**config.mk**
```make
export PLATFORM = sky130hd
export DESIGN_NAME = snoop_filter_ctrl
export DESIGN_NICKNAME = d
export VERILOG_FILES = /design/src/rtl/sfc_pkg.sv /design/src/rtl/sfc_rr_arb.sv /design/src/rtl/sfc_dup_tags.sv /design/src/rtl/sfc_backoff.sv /design/src/rtl/sfc_decide.sv /design/src/rtl/snoop_filter_ctrl.sv
export SDC_FILE = /design/constraint.sdc
export NUM_CORES = 1
export LEC_CHECK = 0
export ABC_CLOCK_PERIOD_IN_PS = 7400
export BUFFER_PORTS_ARGS = -buffer_cell sky130_fd_sc_hd__buf_2
export CELL_PAD_IN_SITES_DETAIL_PLACEMENT = 1
export CELL_PAD_IN_SITES_GLOBAL_PLACEMENT = 1
export CORE_MARGIN = 4
export CORE_UTILIZATION = 45
export CTS_CLUSTER_DIAMETER = 100
export DETAILED_ROUTE_END_ITERATION = 6
export PLACE_DENSITY_LB_ADDON = 0.1
export SETUP_SLACK_MARGIN = 0.1
export SYNTH_ARGS = -nofsm -noshare
export SYNTH_HDL_FRONTEND = slang
export SYNTH_SLANG_ARGS = --single-unit
```
**constraint.sdc**
```tcl
create_clock -name clk -period 7.4 [get_ports clk]
set_input_delay 0.74 -clock clk [delete_from_list [all_inputs] [get_ports clk]]
set_output_delay 0.74 -clock clk [all_outputs]
set_load 0.01 [all_outputs]
```
**src/rtl/sfc_pkg.sv**
```systemverilog
package sfc_pkg;
  localparam int MAX_CPU = 4;

  localparam logic [1:0] ST_I = 2'd0;
  localparam logic [1:0] ST_S = 2'd1;
  localparam logic [1:0] ST_E = 2'd2;
  localparam logic [1:0] ST_M = 2'd3;

  localparam logic [1:0] OP_READ  = 2'd0;
  localparam logic [1:0] OP_RFO   = 2'd1;
  localparam logic [1:0] OP_EVICT = 2'd2;
  localparam logic [1:0] OP_WB    = 2'd3;

  // isolate the lowest set bit of a CPU mask
  function automatic logic [MAX_CPU-1:0] lowest_one(input logic [MAX_CPU-1:0] v);
    return v & (~v + 1'b1);
  endfunction

  // next length of a streaming-write run
  function automatic int unsigned next_run(input logic full_write, input logic sequential,
                                           input logic restart, input int unsigned run,
                                           input int unsigned cap);
    if (full_write) begin
      if (sequential) return (run >= cap) ? cap : run + 1;
      return 1;
    end
    if (restart) return 0;
    return run;
  endfunction
endpackage

```
**src/rtl/sfc_rr_arb.sv**
```systemverilog
module sfc_rr_arb #(
  parameter int N = 4,
  localparam int CW = (N > 1) ? $clog2(N) : 1
) (
  input  logic          clk,
  input  logic          rst_n,
  input  logic [N-1:0]  req,
  input  logic          stall,
  output logic [N-1:0]  grant,
  output logic [CW-1:0] gidx,
  output logic          any
);
  logic [CW-1:0] ptr_q;

  always_comb begin
    grant = '0;
    gidx  = '0;
    any   = 1'b0;
    for (int k = 0; k < N; k++) begin
      if (!any && !stall && req[(int'(ptr_q) + k) % N]) begin
        any = 1'b1;
        grant[(int'(ptr_q) + k) % N] = 1'b1;
        gidx = CW'((int'(ptr_q) + k) % N);
      end
    end
  end

  always_ff @(posedge clk) begin
    if (!rst_n) ptr_q <= '0;
    else if (any) ptr_q <= (int'(gidx) == N - 1) ? '0 : gidx + 1'b1;
  end
endmodule

```
**src/rtl/sfc_dup_tags.sv**
```systemverilog
module sfc_dup_tags
  import sfc_pkg::*;
#(
  parameter int SETS = 16,
  parameter int AW   = 16,
  localparam int IW  = $clog2(SETS),
  localparam int TW  = AW - IW
) (
  input  logic          clk,
  input  logic          rst_n,
  input  logic          powered_off,
  input  logic [AW-1:0] lk_addr,
  output logic          hit,
  output logic [1:0]    state,
  input  logic          we,
  input  logic [1:0]    wstate
);
  logic [TW-1:0] tag_q [SETS];
  logic [1:0]    st_q  [SETS];
  logic [IW-1:0] idx;
  logic [TW-1:0] tg;

  assign idx = lk_addr[IW-1:0];
  assign tg  = lk_addr[AW-1:IW];

  always_ff @(posedge clk) begin
    if (!rst_n) begin
      for (int i = 0; i < SETS; i++) st_q[i] <= ST_I;
    end else if (we) begin
      st_q[idx] <= wstate;
    end
  end

  always_ff @(posedge clk) begin
    if (we) tag_q[idx] <= tg;
  end

  assign hit   = !powered_off && (st_q[idx] != ST_I) && (tag_q[idx] == tg);
  assign state = hit ? st_q[idx] : ST_I;
endmodule

```
**src/rtl/sfc_backoff.sv**
```systemverilog
module sfc_backoff
  import sfc_pkg::*;
#(
  parameter int AW  = 16,
  parameter int RUN = 4,
  localparam int RW = $clog2(RUN + 1)
) (
  input  logic          clk,
  input  logic          rst_n,
  input  logic          upd,
  input  logic [1:0]    op,
  input  logic          full,
  input  logic [AW-1:0] addr,
  output logic          no_alloc
);
  logic [RW-1:0] run_q, run_n;
  logic [AW-1:0] last_q;
  logic full_write, sequential, restart;

  assign full_write = (op == OP_RFO) && full;
  assign sequential = (run_q != '0) && (addr == last_q + 1'b1);
  assign restart    = (op == OP_READ) || (op == OP_RFO);
  assign run_n      = RW'(next_run(full_write, sequential, restart, int'(run_q), RUN));
  assign no_alloc   = full_write && (int'(run_n) >= RUN);

  always_ff @(posedge clk) begin
    if (!rst_n) begin
      run_q  <= '0;
      last_q <= '0;
    end else if (upd) begin
      run_q <= run_n;
      if (full_write) last_q <= addr;
    end
  end
endmodule

```
**src/rtl/sfc_decide.sv**
```systemverilog
module sfc_decide
  import sfc_pkg::*;
#(
  parameter int N = 4
) (
  input  logic [1:0]        op,
  input  logic              no_alloc,
  input  logic [N-1:0]      self_oh,
  input  logic [N-1:0]      hit,
  input  logic [N-1:0][1:0] st,
  output logic [N-1:0]      snp_inval,
  output logic [N-1:0]      snp_share,
  output logic [N-1:0]      snp_src,
  output logic [N-1:0]      peer_we,
  output logic [1:0]        peer_state,
  output logic              req_we,
  output logic [1:0]        req_state,
  output logic              mem_rd,
  output logic              mem_wr
);
  logic [N-1:0] holders, dirty;
  logic self_hit;

  assign holders  = hit & ~self_oh;
  assign self_hit = |(hit & self_oh);

  always_comb begin
    for (int j = 0; j < N; j++) dirty[j] = holders[j] && (st[j] == ST_M);
  end

  always_comb begin
    snp_inval  = '0;
    snp_share  = '0;
    snp_src    = '0;
    peer_we    = '0;
    peer_state = ST_I;
    req_we     = 1'b0;
    req_state  = ST_I;
    mem_rd     = 1'b0;
    mem_wr     = 1'b0;
    unique case (op)
      OP_READ: begin
        req_we = 1'b1;
        if (|dirty) begin
          snp_inval = dirty;
          snp_src   = N'(lowest_one(MAX_CPU'(dirty)));
          peer_we   = dirty;
          req_state = ST_M;
        end else if (|holders) begin
          snp_share  = holders;
          snp_src    = N'(lowest_one(MAX_CPU'(holders)));
          peer_we    = holders;
          peer_state = ST_S;
          req_state  = ST_S;
        end else begin
          mem_rd    = 1'b1;
          req_state = ST_E;
        end
      end
      OP_RFO: begin
        snp_inval = holders;
        peer_we   = holders;
        req_we    = 1'b1;
        if (no_alloc) begin
          mem_wr    = 1'b1;
          req_state = ST_I;
        end else begin
          req_state = ST_M;
          if (|dirty)        snp_src = N'(lowest_one(MAX_CPU'(dirty)));
          else if (|holders) snp_src = N'(lowest_one(MAX_CPU'(holders)));
          else               mem_rd  = 1'b1;
        end
      end
      OP_EVICT: begin
        req_we = self_hit;
      end
      default: begin
        req_we = self_hit;
        mem_wr = 1'b1;
      end
    endcase
  end
endmodule

```
**src/rtl/snoop_filter_ctrl.sv**
```systemverilog
module snoop_filter_ctrl
  import sfc_pkg::*;
#(
  parameter int N    = 4,
  parameter int SETS = 16,
  parameter int AW   = 16,
  parameter int RUN  = 4,
  localparam int CW  = (N > 1) ? $clog2(N) : 1
) (
  input  logic            clk,
  input  logic            rst_n,
  input  logic [N-1:0]    cpu_off,
  input  logic [N-1:0]    req_valid,
  input  logic [2*N-1:0]  req_op,
  input  logic [N-1:0]    req_full,
  input  logic [AW*N-1:0] req_addr,
  input  logic            mem_ready,
  output logic [N-1:0]    req_grant,
  output logic            resp_valid,
  output logic [CW-1:0]   resp_cpu,
  output logic [1:0]      resp_state,
  output logic [N-1:0]    snp_inval,
  output logic [N-1:0]    snp_share,
  output logic [N-1:0]    snp_source,
  output logic [AW-1:0]   snp_addr,
  output logic            mem_req_valid,
  output logic            mem_req_write,
  output logic [AW-1:0]   mem_req_addr
);
  // named internal events
  logic              grant_any;
  logic [CW-1:0]     gidx;
  logic [1:0]        sel_op;
  logic [AW-1:0]     sel_addr;
  logic [N-1:0]      no_alloc_v;
  logic [N-1:0]      hit;
  logic [N-1:0][1:0] st;
  logic [N-1:0]      d_inval, d_share, d_src, peer_we;
  logic [1:0]        peer_state, req_state;
  logic              req_we, mem_rd, mem_wr;

  sfc_rr_arb #(.N(N)) u_arb (
    .clk(clk), .rst_n(rst_n), .req(req_valid & ~cpu_off), .stall(!mem_ready),
    .grant(req_grant), .gidx(gidx), .any(grant_any)
  );

  assign sel_op   = req_op[int'(gidx)*2 +: 2];
  assign sel_addr = req_addr[int'(gidx)*AW +: AW];

  for (genvar j = 0; j < N; j++) begin : g_cpu
    sfc_backoff #(.AW(AW), .RUN(RUN)) u_bo (
      .clk(clk), .rst_n(rst_n), .upd(req_grant[j]),
      .op(req_op[2*j +: 2]), .full(req_full[j]), .addr(req_addr[AW*j +: AW]),
      .no_alloc(no_alloc_v[j])
    );
    sfc_dup_tags #(.SETS(SETS), .AW(AW)) u_tags (
      .clk(clk), .rst_n(rst_n), .powered_off(cpu_off[j]), .lk_addr(sel_addr),
      .hit(hit[j]), .state(st[j]),
      .we(grant_any && (req_grant[j] ? req_we : peer_we[j])),
      .wstate(req_grant[j] ? req_state : peer_state)
    );
  end

  sfc_decide #(.N(N)) u_dec (
    .op(sel_op), .no_alloc(no_alloc_v[gidx]), .self_oh(req_grant), .hit(hit), .st(st),
    .snp_inval(d_inval), .snp_share(d_share), .snp_src(d_src),
    .peer_we(peer_we), .peer_state(peer_state),
    .req_we(req_we), .req_state(req_state), .mem_rd(mem_rd), .mem_wr(mem_wr)
  );

  always_ff @(posedge clk) begin
    if (!rst_n) begin
      resp_valid    <= 1'b0;
      resp_cpu      <= '0;
      resp_state    <= ST_I;
      snp_inval     <= '0;
      snp_share     <= '0;
      snp_source    <= '0;
      snp_addr      <= '0;
      mem_req_valid <= 1'b0;
      mem_req_write <= 1'b0;
      mem_req_addr  <= '0;
    end else begin
      resp_valid    <= grant_any;
      snp_inval     <= grant_any ? d_inval : '0;
      snp_share     <= grant_any ? d_share : '0;
      snp_source    <= grant_any ? d_src : '0;
      mem_req_valid <= grant_any && (mem_rd || mem_wr);
      mem_req_write <= grant_any && mem_wr;
      if (grant_any) begin
        resp_cpu     <= gidx;
        resp_state   <= req_state;
        snp_addr     <= sel_addr;
        mem_req_addr <= sel_addr;
      end
    end
  end
endmodule

```
== Word-level counts from Yosys, hierarchy flattened ==
Memories as Yosys holds them, arrays and structs flattened.
Cells that the tools add are included.

* RAM bits: 896
* Word-level logic and storage cells: 326
* Register bits: 113
* Memories kept: 8
* Input port bits: 87

* Reductions and logical operators: 84
* Order comparisons: 17
* Bitwise operators: 18
* Equality and inequality tests: 19
* $add $sub $neg: 14
* Shifts and indexed selects: 2
* Multiplexer cells: 146

{| class="wikitable"
|+ Memory list
! memory !! words !! width !! rd ports !! clocked after memory_dff !! write ports !! RTL line !! source
|-
| g_cpu[0].u_tags.tag_q || 16 || 12 || 1 || 0 || 1 || sfc_dup_tags.sv:18 || <nowiki>logic [TW-1:0] tag_q [SETS];</nowiki>
|-
| g_cpu[1].u_tags.tag_q || 16 || 12 || 1 || 0 || 1 || sfc_dup_tags.sv:18 ||
|-
| g_cpu[2].u_tags.tag_q || 16 || 12 || 1 || 0 || 1 || sfc_dup_tags.sv:18 ||
|-
| g_cpu[3].u_tags.tag_q || 16 || 12 || 1 || 0 || 1 || sfc_dup_tags.sv:18 ||
|-
| g_cpu[0].u_tags.st_q || 16 || 2 || 1 || 0 || 16 || sfc_dup_tags.sv:19 || <nowiki>logic [1:0] st_q [SETS];</nowiki>
|-
| g_cpu[1].u_tags.st_q || 16 || 2 || 1 || 0 || 16 || sfc_dup_tags.sv:19 ||
|-
| 2 more memories || -- || -- || -- || -- || -- || -- ||
|}

{| class="wikitable"
|+ Operator list
! kind !! count
|-
| $mux 3 || 28
|-
| $mux 1 || 67
|-
| $add 16x1->16 const B || 4
|-
| $eq 16x16->1 || 4
|-
| $shiftx 64x7->16 || 1
|-
| $mux 4 || 14
|-
| $eq 12x12->1 || 4
|-
| $mux 2 || 22
|-
| $logic_and 1x1->1 || 41
|-
| $ge 3x3->1 const B || 8
|-
| $pmux 4 s2 || 3
|-
| $and 4x4->4 || 5
|-
| $reduce_or 2->1 || 9
|-
| $not 4->4 || 4
|-
| $add 3x1->3 const B || 4
|-
| $eq 2x1->1 const B || 6
|-
| $lt 3x4->1 const B || 3
|-
| $or 4x4->4 || 3
|-
| $reduce_bool 3->1 || 4
|-
| $reduce_or 4->1 || 3
|-
| $bmux 1 s2 || 5
|-
| $eq 2x2->1 const B || 5
|-
| $logic_not 2->1 || 5
|-
| $reduce_and 2->1 || 5
|-
| 16 further kinds || 43
|}

== Longest topological paths before layout ==
Gate-level depths: netlist (run 1).
An unclocked memory read counts as a cell.

* Word-level depth: 36
* Depth in mapped cells: 32
* Gate-level depth less buffers: 21

== By module ==
From an unflattened synthesis (run 1), not the netlist that was laid out.

* Cell total of the unflattened synthesis: 3075
* Area total of the unflattened synthesis: 46181.8 sq um

{| class="wikitable"
|+ Modules (own cells, without submodules)
! module !! sequential area each (sq um) !! area an instance (sq um) !! times used !! cells each
|-
| sfc_dup_tags || 6726.5 || 9306.4 || 4 || 509
|-
| sfc_backoff || 380.4 || 1443.9 || 4 || 181
|-
| snoop_filter_ctrl || 700.7 || 2192.1 || 1 || 196
|-
| sfc_rr_arb || 40.0 || 511.7 || 1 || 62
|-
| sfc_decide || 0.0 || 476.7 || 1 || 57
|}

== Worst setup path after synthesis (run 1) ==
Ideal clock, no wire load.

* Path type: register to register
* From: reg (tool-made name)
* To: mem g_cpu[0].u_tags.tag_q[0][0] (netlist name), enable pin
* Setup time: 0.380 ns
* Arrival: 7.056 ns
* Setup slack: -0.037 ns
* Data required time: 7.020 ns
* Path buffers: 6
* Period minus slack after synthesis: 7.437 ns
* Stages on the path, launching flop included: 23
* Cells stage by stage: dfxtp_1 buf_2 inv_1 ha_1 buf_2 mux4_2 or3_4 o22a_1 buf_6 a21oi_1 buf_2 nand3_1 nand2_1 clkinv_1 xnor2_1 o22ai_1 or4_1 or4_1 buf_2 a211oi_1 mux2i_2 buf_2 nor2_1

{| class="wikitable"
|+ RTL lines
! element !! RTL line
|-
| to (decl) || sfc_dup_tags.sv:18
|}

==> flow_metrics.env, run 1 <==
export IMPL_synth_edf_count=896
export IMPL_worstMarginPinSlew_ns=1.35
export IMPL_dpl_hpwl_um=129000
export IMPL_worstHoldEndpoint="g_cpu[2].u_bo.last_q[2]$_SDFFE_PN0P_"
export IMPL_highest_layer="met5"
export IMPL_ys_seq_area_share_pct=62.6
export IMPL_rows=117
export IMPL_vias_per_cell=6.41
export IMPL_drc=0
export IMPL_wl_per_cell_um=32.1
export IMPL_core_area_sq_mm=0.102
export IMPL_status="finished clean"
export IMPL_routed_wl_um=185000
export IMPL_dieWidth_um=330
export IMPL_gp_congestion=0.914
export IMPL_syn_num_nets=3980
export IMPL_port_buffers=141
export IMPL_yosysWarnings=0
export IMPL_io_pins=142
export IMPL_fmax_mhz=140
export IMPL_cp_cell_sequence="inv_1 -> ha_1 -> mux4_2 -> or3_4 -> o22a_1 -> buf_4 -> mux2i_1 -> o22ai_4 -> buf_4 -> buf_4 -> a21oi_4 -> buf_4 -> a32oi_1 -> a311o_1 -> or4b_1 -> or4_1 -> buf_4 -> nor2_2 -> buf_4 -> o21ai_1 -> a22oi_2 -> buf_4 -> buf_6 -> o21ai_0"
export IMPL_async_flop_share_pct=0
export IMPL_clk_path_buf_depth=3
export IMPL_drv_cap=0
export IMPL_setup_viol=0
export IMPL_cellLeakagePower_nw=19.5
export IMPL_syn_area_per_cell_sq_um=12.0
export IMPL_hold_class="in -> reg"
export IMPL_grt_first_pass_wirelength_um=263000
export IMPL_start_util_pct=45.5
export IMPL_path_clk_slew_ns=0.06
export IMPL_synthesis_area_sq_mm=0.0466
export IMPL_endpoint_kind="flip-flop"
export IMPL_layout_drive_gt1_share_pct=20.6
export IMPL_first_global_vias=36700
export IMPL_worstRegToRegCells=24
export IMPL_cts_sinks=1009
export IMPL_grt_overflow=0
export IMPL_root_buffer="clkbuf_16"
export IMPL_dr_wl_met2_um=84000
export IMPL_wl_met1_um=74700
export IMPL_max_stage_delay_ns=0.61
export IMPL_synth_seq_cells=1009
export IMPL_crit_slowest_cell="or4_1"
export IMPL_grt_max_degree=86
export IMPL_cp_max_fo=25
export IMPL_area_growth_pct=19.8
export IMPL_reg2reg_to="g_cpu[3].u_tags.st_q[5][0]$_SDFFCE_PN0P_"
export IMPL_finalCriticalPeriod_ns=7.16
export IMPL_whs_ns=0.316
export IMPL_pwr_density_cell_mw_per_mm2=336
export IMPL_rsz0062_at_grt="false"
export IMPL_ant_nets=0
export IMPL_cp_arrival_ns=7.55
export IMPL_hold_start="req_addr[34]"
export IMPL_crit_top_cell="buf_4"
export IMPL_ys_flop_type="edfxtp_1"
export IMPL_fp_dieArea_sq_mm=0.109
export IMPL_finalHoldViolCount=0
export IMPL_wl_met3_um=16600
export IMPL_maxSlewViolCount=0
export IMPL_skew_ns=0.0481
export IMPL_cts_tree="built"
export IMPL_critPathKind="reg -> reg"
export IMPL_finalInstanceArea_sq_mm=0.0558
export IMPL_peakVddDrop_mv=0.241
export IMPL_synth_distinct_cells=100
export IMPL_nets=4405
export IMPL_ff2ff_setup_slack_ns=0.24
export IMPL_synth_cells=3873
export IMPL_die_y_um=330
export IMPL_drtIter0Drc=4656
export IMPL_cp_start_kind="flip-flop"
export IMPL_min_path_cells=3
export IMPL_placed_cell_area_sq_mm=0.0520
export IMPL_required_ns=7.78
export IMPL_r2r_start="u_arb.ptr_q[1]$_SDFFE_PN0N_"
export IMPL_relSlewSlack_pct=9.65
export IMPL_numCtsBuffers=107
export IMPL_detail_route_first_pass_iterations=6
export IMPL_htree_levels=3
export IMPL_period_share_pct=96.8
export IMPL_clk_latency_ns=0.72
export IMPL_num_vias=36900
export IMPL_antenna_found_initial=9
export IMPL_track_usage_pct=33.4
## state kept, by name, summed over array words and instances, names as in the netlist, 2 cells and up, named ones only
signal and flops:
g_cpu.u_tags.tag_q 768, g_cpu.u_tags.st_q 128, g_cpu.u_bo.last_q 64, mem_req_addr 16
g_cpu.u_bo.run_q 12, snp_inval 4, snp_share 4, snp_source 4
resp_cpu 2, resp_state 2
## logic make-up (layout without fill, tap and decap cells)
family / after synthesis / count (layout) / share of synthesized area, %
simple gates: 1222 / 1222 / 12.5
flops: 1009 / 1009 / 62.6
compound gates: 918 / 918 / 13.0
buf+inv: 348 / 864 / 3.48
mux: 198 / 198 / 4.88
xor+xnor: 158 / 158 / 2.97
fa+ha+maj: 20 / 20 / 0.537
other cells: 0 / 4 / 0
## critical path: cells and delay by family (launching register included)
kind / cells / cell delay (ns)
AND/OR/NAND/NOR: 4 / 1.67
AO/OA/AOI/OAI: 8 / 1.86
adder cells (fa/ha/maj): 1 / 0.32
multiplexers: 2 / 0.94
buffers and inverters: 9 / 1.67
flip-flops: 1 / 0.34
## Yosys cell counts, types with 20 or more instances
master | n | area share, %
dfxtp_1 | 113 | 4.9
nand3_1 | 141 | 1.5
a31oi_1 | 115 | 1.5
nor3_1 | 74 | 0.79
o21ai_0 | 208 | 2.2
buf_2 | 89 | 0.96
nor4_1 | 84 | 1.1
o22ai_1 | 21 | 0.28
a21oi_1 | 200 | 2.1
a211oi_1 | 64 | 1.0
a22oi_1 | 48 | 0.77
nor2_1 | 171 | 1.4
edfxtp_1 | 896 | 58
xnor2_1 | 121 | 2.3
nand4_1 | 38 | 0.51
a221oi_1 | 23 | 0.43
nand2_1 | 530 | 4.3
and3_1 | 55 | 0.74
mux2i_1 | 160 | 3.4
buf_4 | 38 | 0.61
xor2_1 | 37 | 0.70
o211ai_1 | 23 | 0.37
ha_1 | 20 | 0.54
and2b_1 | 20 | 0.32
clkbuf_1 | 151 | 1.2
a32oi_1 | 33 | 0.62
inv_1 | 43 | 0.35
mux4_2 | 21 | 1.0
## report_power, final
part,internal (mW),switching (mW)
clock,3.24,2.33
combinational,2.09,4.41
sequential,6.66,0.0456
## layer usage
metal / vias up / global-route usage (%)
met5: - / 0
met4: 6 / 15.3
met3: 428 / 5.74
met2: 1999 / 52.4
met1: 18800 / 45.9
li1: 15600 / -
## cells in the final DEF, fill, tap and decap left out, drive strengths merged, types with 121 or more instances in the layout
cell / netlist / layout
buf: 148 / 614
edfxtp: 896 / 896
nor2: 175 / 175
clkbuf: 151 / 127
nand2: 532 / 532
nand3: 142 / 142
xnor2: 121 / 121
a21oi: 201 / 201
o21ai: 224 / 224
mux2i: 161 / 161
## repair_timing
item                                   CTS  global route
hold buffers                             0             0
buffers inserted                         0            12
endpoints found under the hold margin    0             0
setup endpoints to repair                0          1012
resized for setup                        0            19
## cell type report
type                       instances  area [sq um]
antenna                            4          10.0
clock buffer                     126          2820
clock inverter                    74           782
fill                           10500         46500
inverter                          49           188
multi-input combinational       2516         16100
sequential                      1009         29200
tap                             1368          1710
timing repair buffer             615          5040
## per-stage QoR
step	utilization (%)	TNS [ns]	instances	power (mW)	setup WS, ns
after detailed placement	50.8	-31.95	5544	13.1	-0.134
final	54.5	0	5761	18.8	0.236
after global routing	54.5	0	5757	19.3	0.0591
after floorplan	-	0	3873	9.93	0.119
after global placement	50.8	-30.28	5544	13.0	-0.134
after CTS	54.3	0	5744	18.6	0.155
## worst max path at each step
stage / cells after the start / start / end
floorplan: 24 / flip-flop / g_cpu[3].u_tags.tag_q[1][0]$_DFFE_PP_
global placement: 24 / cpu_off[0] / g_cpu[2].u_tags.tag_q[0][9]$_DFFE_PP_
detailed placement: 23 / cpu_off[2] / g_cpu[2].u_tags.tag_q[9][10]$_DFFE_PP_
CTS: 23 / u_arb.ptr_q[1]$_SDFFE_PN0N_ / g_cpu[2].u_tags.tag_q[0][4]$_DFFE_PP_
global route: 25 / u_arb.ptr_q[1]$_SDFFE_PN0N_ / g_cpu[3].u_tags.st_q[7][1]$_SDFFCE_PN0P_
finish: 24 / u_arb.ptr_q[1]$_SDFFE_PN0N_ / g_cpu[3].u_tags.st_q[5][0]$_SDFFCE_PN0P_
(Power assumes the default switching activity.)
==> inputs of run 2 (changes only) <==
Settings changed: CTS_BUF_LIST from default to sky130_fd_sc_hd__clkbuf_8.
==> flow_metrics.env, run 2 (synthesis gave the netlist of run 1 again) <==
export IMPL_detail_route_first_pass_iterations=5
export IMPL_gp_congestion=0.914
export IMPL_dpl_hpwl_um=129000
export IMPL_final_common_cell="edfxtp_1"
export IMPL_cts_tree="built"
export IMPL_cts_sinks=1009
export IMPL_peakVddDrop_mv=0.173
export IMPL_root_buffer="clkbuf_8"
export IMPL_drv_cap=0
export IMPL_maxSlewViolCount=0
export IMPL_relSlewSlack_pct=8.48
export IMPL_critPathKind="reg -> reg"
export IMPL_skew_ns=0.0729
export IMPL_status="finished clean"
export IMPL_cp_max_fo=16
export IMPL_start_util_pct=45.5
export IMPL_grt_max_degree=86
export IMPL_layout_common_cells="896 x edfxtp_1, 529 x nand2_1, 408 x buf_4"
export IMPL_pwr_density_cell_mw_per_mm2=325
export IMPL_port_buffers=141
export IMPL_routed_wl_um=185000
export IMPL_required_ns=7.95
export IMPL_path_clk_slew_ns=0.06
export IMPL_htree_levels=4
export IMPL_clk_path_buf_depth=3
export IMPL_clk_latency_ns=0.91
export IMPL_grt_first_pass_wirelength_um=263000
export IMPL_cp_arrival_ns=7.72
export IMPL_die_y_um=330
export IMPL_largest_reg_flops=768
export IMPL_cp_start_kind="flip-flop"
export IMPL_utilization_pct=54.1
export IMPL_grt_overflow=0
export IMPL_rsz0062_at_grt="false"
export IMPL_hold_class="in -> reg"
export IMPL_num_vias=37200
export IMPL_finalHoldViolCount=0
export IMPL_finalCriticalPeriod_ns=7.17
export IMPL_largestRegisters="g_cpu.u_tags.tag_q x768, g_cpu.u_tags.st_q x128, g_cpu.u_bo.last_q x64"
export IMPL_wl_per_cell_um=31.5
export IMPL_ff2ff_setup_slack_ns=0.23
export IMPL_drc=0
export IMPL_ant_nets=0
export IMPL_vias_per_cell=6.34
export IMPL_fmax_mhz=139
export IMPL_layout_drive_gt1_share_pct=21.4
export IMPL_io_pins=142
export IMPL_numCtsBuffers=171
export IMPL_dieWidth_um=330
export IMPL_setup_viol=0
export IMPL_largest_register="g_cpu.u_tags.tag_q"
export IMPL_first_global_vias=37300
export IMPL_antenna_found_initial=8
export IMPL_fp_dieArea_sq_mm=0.109
export IMPL_fill_cells=10600
export IMPL_place_inst=5544
export IMPL_rows=117
export IMPL_area_growth_pct=18.9
export IMPL_fin_cells=5871
export IMPL_track_usage_pct=33.5
export IMPL_nets=4468
export IMPL_worstMarginPinSlew_ns=1.37
export IMPL_endpoint_kind="flip-flop"
export IMPL_period_share_pct=96.9
export IMPL_drtIter0Drc=4484
export IMPL_cellLeakagePower_nw=19.6
export IMPL_core_area_sq_mm=0.102
==> run 2: cell types whose count changed in the layout (fill, tap and decap cells not counted), moves of 4 or more <==
cell	previous run	this run
clkbuf_8	3	175
clkinv_2	22	30
clkinvlp_4	6	2
clkbuf_16	110	0
inv_1	35	79
inv_6	1	5
clkbuf_1	14	0
bufinv_16	15	6
clkinv_1	29	44
==> run 2: timing repair <==
action | 4_1_cts | 5_1_grt
setup buffers | 0 | 11
setup endpoints to repair | 0 | 997
hold buffers | 0 | 0
resized for setup | 0 | 14
==> run 2: routing by layer <==
metal / global-route usage, % / vias to the layer above / part of all wire [%]
met5: 0 / - / 0.019
met4: 16.2 / 6 / 5.4
met3: 6.94 / 476 / 9.4
met2: 51.7 / 2031 / 45
met1: 45.6 / 18900 / 40
li1: - / 15800 / -
==> run 2: final cells by class <==
| cell class | count | area (sq um) | share of cell area, % |
|---|---|---|---|
| flip-flops and latches | 1009 | 29200 | 52.7 |
| multi-input cells | 2517 | 16100 | 29.0 |
| repair buffers | 613 | 5020 | 9.07 |
| clock buffers | 175 | 2410 | 4.35 |
| well taps | 1368 | 1710 | 3.09 |
| clock inverters | 135 | 813 | 1.47 |
| inverters | 49 | 188 | 0.339 |
| diodes | 5 | 12.5 | 0.0226 |
==> run 2: report_power, final <==
group / internal [mW] / switching [mW]
Clock: 2.43 / 2.41
Sequential: 6.66 / 0.0452
Combinational: 2.08 / 4.39
Total: 11.2 / 6.85
==> run 2: worst max-delay path: stages, from the launching register on <==
cell	delay (ns)
dfxtp_1	0.33
inv_1	0.07
ha_1	0.31
mux4_2	0.57
or3_4	0.37
o22a_1	0.26
buf_4	0.22
mux2_4	0.37
o22a_4	0.35
buf_12	0.16
nand2_1	0.08
buf_4	0.27
buf_4	0.18
a21oi_1	0.05
a22o_1	0.30
o21ai_0	0.17
nor4bb_1	0.31
a41oi_1	0.29
nor4_1	0.70
buf_4	0.23
a21oi_1	0.07
o211ai_2	0.19
a22oi_2	0.21
buf_12	0.23
nor2_1	0.23
buf_4	0.26
==> run 2: stage by stage <==
step	setup TNS (ns)	worst slack [ns]	area (sq um)	hold slack, ns	power, mW
6_report	0	0.231	55400	0.145	18.0
5_1_grt	0	0.109	55400	0.119	18.6
4_1_cts	0	0.176	55200	0.100	17.9
3_5_place_dp	-31.95	-0.134	52000	0.459	13.1
3_3_place_gp	-30.28	-0.134	52000	0.442	13.0
2_1_floorplan	0	0.119	46600	0.448	9.93
==> run 2: final timing paths <==
| kind | start | end | depth (start not counted) |
|---|---|---|---|
| setup / recovery | u_arb.ptr_q[1]$_SDFFE_PN0N_ | g_cpu[1].u_tags.tag_q[5][7]$_DFFE_PP_ | 25 |
| hold / removal | req_addr[13] | g_cpu[0].u_bo.last_q[13]$_SDFFE_PN0P_ | 3 |
| setup reg to reg | u_arb.ptr_q[1]$_SDFFE_PN0N_ | g_cpu[1].u_tags.tag_q[5][7]$_DFFE_PP_ | 25 |
| hold reg to reg | resp_cpu[0]$_SDFFE_PN0N_ | resp_cpu[0]$_SDFFE_PN0N_ | 2 |
